==> config.mk <==
export PLATFORM = sky130hd
export DESIGN_NAME = qaw_evaluator
export DESIGN_NICKNAME = d
export VERILOG_FILES = /design/src/rtl/qaw_pkg.sv /design/src/rtl/qaw_control.sv /design/src/rtl/qaw_datapath.sv /design/src/rtl/qaw_evaluator.sv
export SDC_FILE = /design/constraint.sdc
export NUM_CORES = 1
export LEC_CHECK = 0
export BUFFER_PORTS_ARGS = -buffer_cell sky130_fd_sc_hd__buf_2
export CORE_UTILIZATION = 52
export DETAILED_ROUTE_END_ITERATION = 8
export GPL_TIMING_DRIVEN = 0
export HOLD_SLACK_MARGIN = 0.15
export PLACE_DENSITY_LB_ADDON = 0.3
export SLEW_MARGIN = 20
export SYNTH_ARGS = -nofsm -noshare
export SYNTH_HDL_FRONTEND = slang
export SYNTH_SLANG_ARGS = --single-unit
==> constraint.sdc <==
create_clock -name clk -period 2.75 [get_ports clk]
set_input_delay 0.4125 -clock clk [delete_from_list [all_inputs] [get_ports clk]]
set_output_delay 0.4125 -clock clk [all_outputs]
set_load 0.05 [all_outputs]
==> src/rtl/qaw_pkg.sv <==
`timescale 1ns/1ps
package qaw_pkg;
  localparam int QW = 4;          // question width
  localparam int BW = 8;          // answer byte width
  localparam int CW = 2;          // answer counter width
  localparam int FW = 3;          // failure counter width
  localparam int ANSWERS = 1 << CW;
  localparam logic [FW-1:0] FAIL_MAX = {FW{1'b1}};
  localparam logic [CW-1:0] CNT_START = {CW{1'b1}};

  // one generator byte per question bit; expected byte is linear in the question
  localparam logic [BW-1:0] ANSWER_GEN [QW] = '{8'h4F, 8'h16, 8'h8A, 8'h2D};

  typedef struct packed {
    logic endCycle;
    logic passCycle;
  } qawStrobe_t;

  function automatic logic [QW-1:0] lfsrNext(input logic [QW-1:0] q);
    return {q[QW-2:0], ~(q[QW-1] ^ q[QW-2])};
  endfunction
endpackage

==> src/rtl/qaw_control.sv <==
`timescale 1ns/1ps
module qaw_control
  import qaw_pkg::*;
(
  input  logic          clk,
  input  logic          rstN,
  input  logic          ansWrEn,
  input  logic          ansMatch,
  input  logic          win1End,
  input  logic          win2End,
  output logic [CW-1:0] answerCnt,
  output qawStrobe_t    strobe
);
  localparam int RW = CW + 1;
  localparam logic [RW-1:0] LAST_IDX = RW'(ANSWERS - 1);
  localparam logic [RW-1:0] WIN1_NEED = RW'(ANSWERS - 1);

  logic          inWin2;
  logic [RW-1:0] rcvdCnt;
  logic [RW-1:0] win1Cnt;
  logic          badSeen;
  logic          fourthWr;
  logic          passNow;
  logic          timeoutEnd;

  always_comb begin
    fourthWr   = ansWrEn && (rcvdCnt == LAST_IDX);
    passNow    = fourthWr && inWin2 && (win1Cnt == WIN1_NEED) && !badSeen && ansMatch;
    timeoutEnd = win2End && inWin2 && !fourthWr;
    strobe.endCycle  = fourthWr || timeoutEnd;
    strobe.passCycle = passNow;
  end

  always_ff @(posedge clk or negedge rstN) begin
    if (!rstN) begin
      inWin2    <= 1'b0;
      answerCnt <= CNT_START;
      rcvdCnt   <= '0;
      win1Cnt   <= '0;
      badSeen   <= 1'b0;
    end else if (strobe.endCycle) begin
      inWin2    <= 1'b0;
      answerCnt <= CNT_START;
      rcvdCnt   <= '0;
      win1Cnt   <= '0;
      badSeen   <= 1'b0;
    end else begin
      if (ansWrEn) begin
        rcvdCnt   <= rcvdCnt + 1'b1;
        answerCnt <= answerCnt - 1'b1;
        if (!inWin2) win1Cnt <= win1Cnt + 1'b1;
        if (!ansMatch) badSeen <= 1'b1;
      end
      if (win1End && !inWin2) inWin2 <= 1'b1;
    end
  end
endmodule

==> src/rtl/qaw_datapath.sv <==
`timescale 1ns/1ps
module qaw_datapath
  import qaw_pkg::*;
(
  input  logic          clk,
  input  logic          rstN,
  input  logic [BW-1:0] ansData,
  input  logic [CW-1:0] answerCnt,
  input  qawStrobe_t    strobe,
  input  logic          errClr,
  input  logic [FW-1:0] failLimit,
  output logic          ansMatch,
  output logic [QW-1:0] question,
  output logic          qaErr,
  output logic [FW-1:0] failCount,
  output logic          failAlarm,
  output logic          cycleDone,
  output logic          cyclePass
);
  localparam int HALF = BW / 2;

  logic [BW-1:0] term [QW];
  logic [BW-1:0] baseByte;
  logic [BW-1:0] expByte;

  for (genvar g = 0; g < QW; g++) begin : g_term
    assign term[g] = question[g] ? ANSWER_GEN[g] : '0;
  end

  always_comb begin
    baseByte = '0;
    for (int i = 0; i < QW; i++) baseByte = baseByte ^ term[i];
    expByte  = baseByte ^ {{HALF{answerCnt[0]}}, {HALF{answerCnt[1]}}};
    ansMatch = (ansData == expByte);
  end

  always_ff @(posedge clk or negedge rstN) begin
    if (!rstN) begin
      question  <= '0;
      failCount <= '0;
      qaErr     <= 1'b0;
      cycleDone <= 1'b0;
      cyclePass <= 1'b0;
    end else begin
      cycleDone <= strobe.endCycle;
      cyclePass <= strobe.endCycle && strobe.passCycle;
      if (strobe.endCycle && strobe.passCycle) begin
        question <= lfsrNext(question);
        if (failCount != '0) failCount <= failCount - 1'b1;
        if (errClr) qaErr <= 1'b0;
      end else if (strobe.endCycle) begin
        if (failCount != FAIL_MAX) failCount <= failCount + 1'b1;
        qaErr <= 1'b1;
      end else if (errClr) begin
        qaErr <= 1'b0;
      end
    end
  end

  assign failAlarm = (failCount >= failLimit);
endmodule

==> src/rtl/qaw_evaluator.sv <==
`timescale 1ns/1ps
module qaw_evaluator
  import qaw_pkg::*;
(
  input  logic          clk,
  input  logic          rstN,
  input  logic          ansWrEn,
  input  logic [BW-1:0] ansData,
  input  logic          win1End,
  input  logic          win2End,
  input  logic          errClr,
  input  logic [FW-1:0] failLimit,
  output logic [QW-1:0] question,
  output logic [CW-1:0] answerCnt,
  output logic          qaErr,
  output logic [FW-1:0] failCount,
  output logic          failAlarm,
  output logic          cycleDone,
  output logic          cyclePass
);
  qawStrobe_t strobe;
  logic       ansMatch;

  qaw_control u_ctrl (
    .clk(clk), .rstN(rstN), .ansWrEn(ansWrEn), .ansMatch(ansMatch),
    .win1End(win1End), .win2End(win2End),
    .answerCnt(answerCnt), .strobe(strobe)
  );

  qaw_datapath u_dp (
    .clk(clk), .rstN(rstN), .ansData(ansData), .answerCnt(answerCnt),
    .strobe(strobe), .errClr(errClr), .failLimit(failLimit),
    .ansMatch(ansMatch), .question(question), .qaErr(qaErr),
    .failCount(failCount), .failAlarm(failAlarm),
    .cycleDone(cycleDone), .cyclePass(cyclePass)
  );
endmodule

==> results of run 1 <==
[final cells by class]
cell class              instances  area (um^2)  share of cell area (%)
flip-flops and latches         20        503.0                   34.99
repair buffers                 30        155.1                   10.79
plain buffers                   3        21.27                   1.480
well taps                      28        35.03                   2.437
clock buffers                   4        36.28                   2.524
multi-input cells              91        645.6                   44.91
inverters                      11        41.29                   2.872
[state kept, by name, summed over array words and instances (netlist names)]
signal            count
u_dp.cycleDone        1
u_ctrl.inWin2         1
u_ctrl.win1Cnt        3
u_ctrl.badSeen        1
u_dp.cyclePass        1
u_dp.question         4
u_ctrl.rcvdCnt        3
u_ctrl.answerCnt      2
u_dp.qaErr            1
u_dp.failCount        3
[cell families after synthesis]
family	after synthesis	synth area share, %
buf+inv	14	5.198
xor+xnor	14	12.47
compound gates	25	12.68
mux	4	3.430
simple gates	40	15.49
fa+ha+maj	8	8.939
flops	20	41.79
[per-stage QoR]
step           area [um^2]  worst slack (ns)  total power, W
6_report              1438            0.2153        0.001233
5_1_grt               1438           0.05141        0.001333
4_1_cts               1430            0.1850        0.001238
3_5_place_dp          1384            0.2145        0.001062
3_3_place_gp          1384            0.2798        0.001031
2_1_floorplan         1204           0.04013       0.0009262
[cell usage after synthesis, drive strengths merged]
cell type and count:
xnor2 5, and4 1, nor2 14, dfrtp 18, o21a 1, nand3 2
nand2b 2, a211oi 2, mux2 1, a211o 1, ha 7, nand4 2
xnor3 2, xor2 7, fa 1, and3 1, a22oi 1, a21oi 9
o211ai 1, o21ai 7, a21o 2, nand4bb 1, buf 3, inv 11
mux2i 3, nand3b 1, dfstp 2, nand2 13, o22ai 1, nor3 2
nor4 1
[per-layer routing]
| layer | GRT usage [%] | routed length (um) | vias to the layer above |
|---|---|---|---|
| li1 | - | - | 495 |
| met1 | 25.00 | 1107 | 487 |
| met2 | 38.22 | 1157 | 25 |
| met3 | 4.321 | 93 | 2 |
| met4 | 11.43 | 26 | 0 |
| met5 | 0 | 0 | - |
[repair_timing]
item	CTS	global route
hold buffers	1	0
endpoints found under the setup margin	0	2
endpoints found under the hold margin	18	0
resized for setup	0	3
setup buffers	0	0
[worst paths after layout]
path / startpoint / to / slack, ns
min in group asynchronous: rstN / u_ctrl.rcvdCnt[2] / 0.57
hold reg to reg: u_ctrl.badSeen / u_ctrl.badSeen / 0.51
setup reg to reg: u_dp.question[2] / u_dp.failCount[2] / 0.22
setup / recovery: u_dp.question[2] / u_dp.failCount[2] / 0.22
max in group asynchronous: rstN / u_ctrl.answerCnt[0] / 1.84
hold / removal: errClr / u_dp.qaErr / 0.30
[power breakdown]
group	internal [W]	leakage [nW]	switching, W
logic	0.000209	0.488	0.000377
registers	0.000390	0.246	0.0000847
clock network	0.0000807	0.0210	0.0000919
total	0.000680	0.755	0.000553
==> impl_metrics.tcl, run 1 <==
set metrics [dict create \
    fin_cells 187 \
    skew_ns 0.002515 \
    synth_cell_type_count 35 \
    yosys_register_bits 20 \
    ant_nets 0 \
    required_ns 2.94 \
    antennaDiodeCount 0 \
    crit_path_max_fanout 6 \
    min_path_type "in2reg" \
    num_vias 1009 \
    syn_nets 150 \
    grt_pass1_wl_um 4133 \
    reg2reg_depth 11 \
    clock-root-buffer "clkbuf_4" \
    first_pass_iters 6 \
    period_needed_ns 2.535 \
    synthTopCellsByArea "dfrtp_1, ha_1, xor2_1" \
    fp.dieH_um 50.11 \
    tns_ns 0 \
    report.final.setup_viol 0 \
    cp.depth 11 \
    core.rowCount 17 \
    violations "DRC" \
    hpwl_um 1733 \
    core_mm2 0.002191 \
    cp_slowest_cell "fa_1" \
    dieArea_mm2 0.002511 \
    drv_cap 0 \
    min_delay_path_depth 2 \
    max_slew_margin_pct 60.86 \
    p_leak_nw 0.7550 \
    fmax_mhz 394.5 \
    fp.dieW_um 50.11 \
    antenna_found_initial 0 \
    synth_area_mm2 0.001204 \
    grt_max_degree 21 \
    synth_top_area_cell "dfrtp_1" \
    grt_pass1_vias 1011 \
    synth_top_cell_area_share_pct 37.42 \
    endpoint_kind "register" \
    drtIter0Drc 12 \
    start_util_pct 54.94 \
    post_synth.cell_area_avg_um2 9.629 \
    rsz0062_at_grt "false" \
    placed_cells 182 \
    max_stage_delay_ns 0.43 \
    fillCellCount 182 \
    via_per_inst 5.396 \
    postLayoutCoreUtil_pct 65.62 \
    drive_above_1_share_pct 27.04 \
    powerDensity_mw_per_mm2 857.9 \
    final_cell_mix "buf_2, dfrtp_1, nor2_1, nand2_1, inv_1" \
    ys_seq_area_share_pct 41.79 \
    wl_per_cell_um 12.75 \
    cts.clk_slew.worst_paths_ns 0.11 \
    final_common_cell "buf_2" \
    drc_errors 2 \
    worst_pin_slew_ns 0.5872 \
    num-nets-final 185 \
    track_usage_pct 21.97 \
    routed_wl_um 2385 \
    crit_chain "buf_2, xnor3_1, xnor2_1, a211o_1, nor2_2, nand3_2, fa_1, nand2b_1, mux2i_1, a21oi_1, a211oi_2" \
    vdd_ir_drop_max_mv 0.5613 \
    post-route-period-util_pct 92.17 \
    cts_sinks 20 \
    io-pin-count 30 \
    timing.final.hold_violations 0 \
    fin_hold_ws_ns 0.3023 \
    grt_overflow 0 \
    run_status "finished, violations left" \
    clockBufferDepth 2 \
    io_buffer_count 29 \
    cp.arrival_ns 2.72 \
    maxSlewViolCount 0 \
    h-tree-depth 1 \
    crit_type "reg2reg" \
    clock_latency_ns 0.30 \
    netlist_instances 125 \
    cts_tree "done" \
    crit_buf_inv 1 \
    place.gp.congestion 0.7484 \
    cts_made_buffers 3 \
    path_delay_family "XOR/XNOR gates" \
    syn2layout_area_growth_pct 19.44 \
    startpoint_type "register" \
    synth_warnings 0 \
]
Note: power is estimated with default switching activity, not from simulation.
==> run 2, diff against run 1 <==
- CORE_ASPECT_RATIO: unset -> 1.5
- CORE_UTILIZATION: 52 -> 47
- clock period: 2.75 -> 2.3 ns (I/O delays scaled with it)
==> run 2 against run 1 <==
  * The flow finishes with violations (DRC, setup timing)
  * Register-to-register slack lost 0.33 ns
  * Sequential power grew 19%
  * Via count grew 2.9%
  * Critical path depth shrank 2
  * Global-route usage shrank 1.9 points
  * Die area grew 10%
  * Final area grew 6.7%
  * Core utilization shrank 3.0 points
  * Cell count grew 1.1%
==> impl_metrics.tcl, run 2 (same netlist as run 1, synthesis figures left out) <==
set metrics [dict create \
    run_status "finished, violations left" \
    violations "DRC, setup timing" \
    grt_pass1_wl_um 4202 \
    drtIter0Drc 24 \
    fp.dieW_um 43.32 \
    powerDensity_mw_per_mm2 1013 \
    maxSlewViolCount 0 \
    crit_path_max_fanout 3 \
    track_usage_pct 20.03 \
    io_buffer_count 29 \
    placed_cell_area_mm2 0.001393 \
    num_vias 1038 \
    largest_reg_flops 4 \
    drv_cap 0 \
    routed_wl_um 2602 \
    hpwl_um 1761 \
    worstReg2RegEnd "u_dp.failCount[1]" \
    grt_pass1_vias 1027 \
    antenna_found_initial 0 \
    timing.final.hold_violations 0 \
    cts.clk_slew.worst_paths_ns 0.12 \
    cts_tree "done" \
    final_cell_mix "buf_2, dfrtp_1, nand2_1" \
    r2r_start "u_dp.question[1]" \
    regToRegSetupSlack_ns -0.11 \
    skew_ns 0.007703 \
    num-nets-final 191 \
    core_mm2 0.002450 \
    clock-root-buffer "clkbuf_4" \
    place.gp.congestion 0.7875 \
    clock_latency_ns 0.30 \
    io-pin-count 30 \
    required_ns 2.50 \
    grt_max_degree 21 \
    dieArea_mm2 0.002772 \
    cp.arrival_ns 2.61 \
    fin_hold_ws_ns 0.2143 \
    regMostFlops "u_dp.question" \
    wl_per_cell_um 13.77 \
    h-tree-depth 1 \
    first_pass_iters 6 \
    cts_sinks 20 \
    endpoint_kind "register" \
    startpoint_type "register" \
    reg2reg_depth 9 \
    drive_above_1_share_pct 38.18 \
    fp.dieH_um 63.98 \
    syn2layout_area_growth_pct 27.44 \
    clockBufferDepth 2 \
    crit_type "reg2reg" \
    worst_pin_slew_ns 0.6406 \
    min_from "errClr" \
    min_delay_path_depth 2 \
    cts_made_buffers 3 \
    post-route-period-util_pct 104.8 \
    design_area_mm2 0.001534 \
    antennaDiodeCount 0 \
    fmax_mhz 415.0 \
    period_needed_ns 2.410 \
    setup_slack_ns -0.1098 \
    core.rowCount 22 \
    ant_nets 0 \
    rsz0062_at_grt "true" \
    drc_errors 6 \
    worstHoldEndpoint "u_dp.qaErr" \
    p_leak_nw 0.7833 \
    start_util_pct 49.13 \
    min_path_type "in2reg" \
    report.final.setup_viol 2 \
    via_per_inst 5.492 \
    postLayoutCoreUtil_pct 62.61 \
    grt_overflow 0 \
    vdd_ir_drop_max_mv 0.6338 \
    max_slew_margin_pct 57.29 \
    final_common_cell "buf_2" \
]
run 2: changes by cell type in the layout (fill, tap and decap cells not counted), sizes merged:
cell and change:
buf +6
run 2: repair_timing:
item	in CTS	in global routing
setup endpoints to repair	2	4
gates resized for setup	4	8
hold endpoints to repair	18	0
setup buffers	7	0
pin swaps	5	0
hold buffers	1	0
run 2: power by group:
| group | internal (W) | switching, W |
|---|---|---|
| combinational | 0.000296 | 0.000485 |
| clock | 0.0000966 | 0.000110 |
| sequential | 0.000467 | 0.0000991 |
| total | 0.000860 | 0.000695 |
run 2: cell type report:
| cell class | instances | area (um^2) |
|---|---|---|
| clock buffers | 4 | 36.28 |
| multi-input cells | 91 | 684.4 |
| plain buffers | 2 | 22.52 |
| inverters | 11 | 41.29 |
| fillers | 201 | 915.9 |
| well taps | 24 | 30.03 |
| repair buffers | 37 | 211.5 |
| flip-flops and latches | 20 | 508.0 |
run 2: worst max-delay path by stage:
stage | from | end | slack, ns | cells after the start
after CTS | u_dp.question[1] | u_dp.failCount[1] | -0.09 | 9
after detailed placement | u_dp.question[2] | u_dp.failCount[1] | -0.27 | 10
final | u_dp.question[1] | u_dp.failCount[1] | -0.11 | 9
after floorplan | u_dp.question[2] | u_dp.failCount[1] | -0.23 | 10
after global routing | u_dp.question[1] | u_dp.failCount[1] | -0.22 | 10
after global placement | u_dp.question[2] | u_dp.failCount[1] | -0.18 | 10
run 2: per-layer routing:
metal | track usage [%] | vias up | wire length, um
met5 | 0 | - | 0
met4 | 8.594 | 0 | 59
met3 | 3.390 | 6 | 81
met2 | 38.07 | 26 | 1460
met1 | 20.40 | 504 | 1000
li1 | - | 502 | -
run 2: per-stage QoR:
step	TNS [ns]	worst slack (ns)	power, W	std cells
after floorplan	-0.3988	-0.2333	0.001112	125
after CTS	-0.1220	-0.08737	0.001544	190
after global placement	-0.2648	-0.1810	0.001236	178
final	-0.1680	-0.1098	0.001554	189
after global routing	-0.4262	-0.2182	0.001663	189
after detailed placement	-0.4688	-0.2652	0.001289	178
run 2: critical path, cell delays in order, from the launching register on:
cell and delay (ns):
dfrtp_2 0.46, xnor3_1 0.35, xnor2_1 0.16, a211o_1 0.27, nor2_2 0.14, nand3_2 0.09
fa_2 0.57, nor2_2 0.05, o21ai_1 0.13, nand3_1 0.08
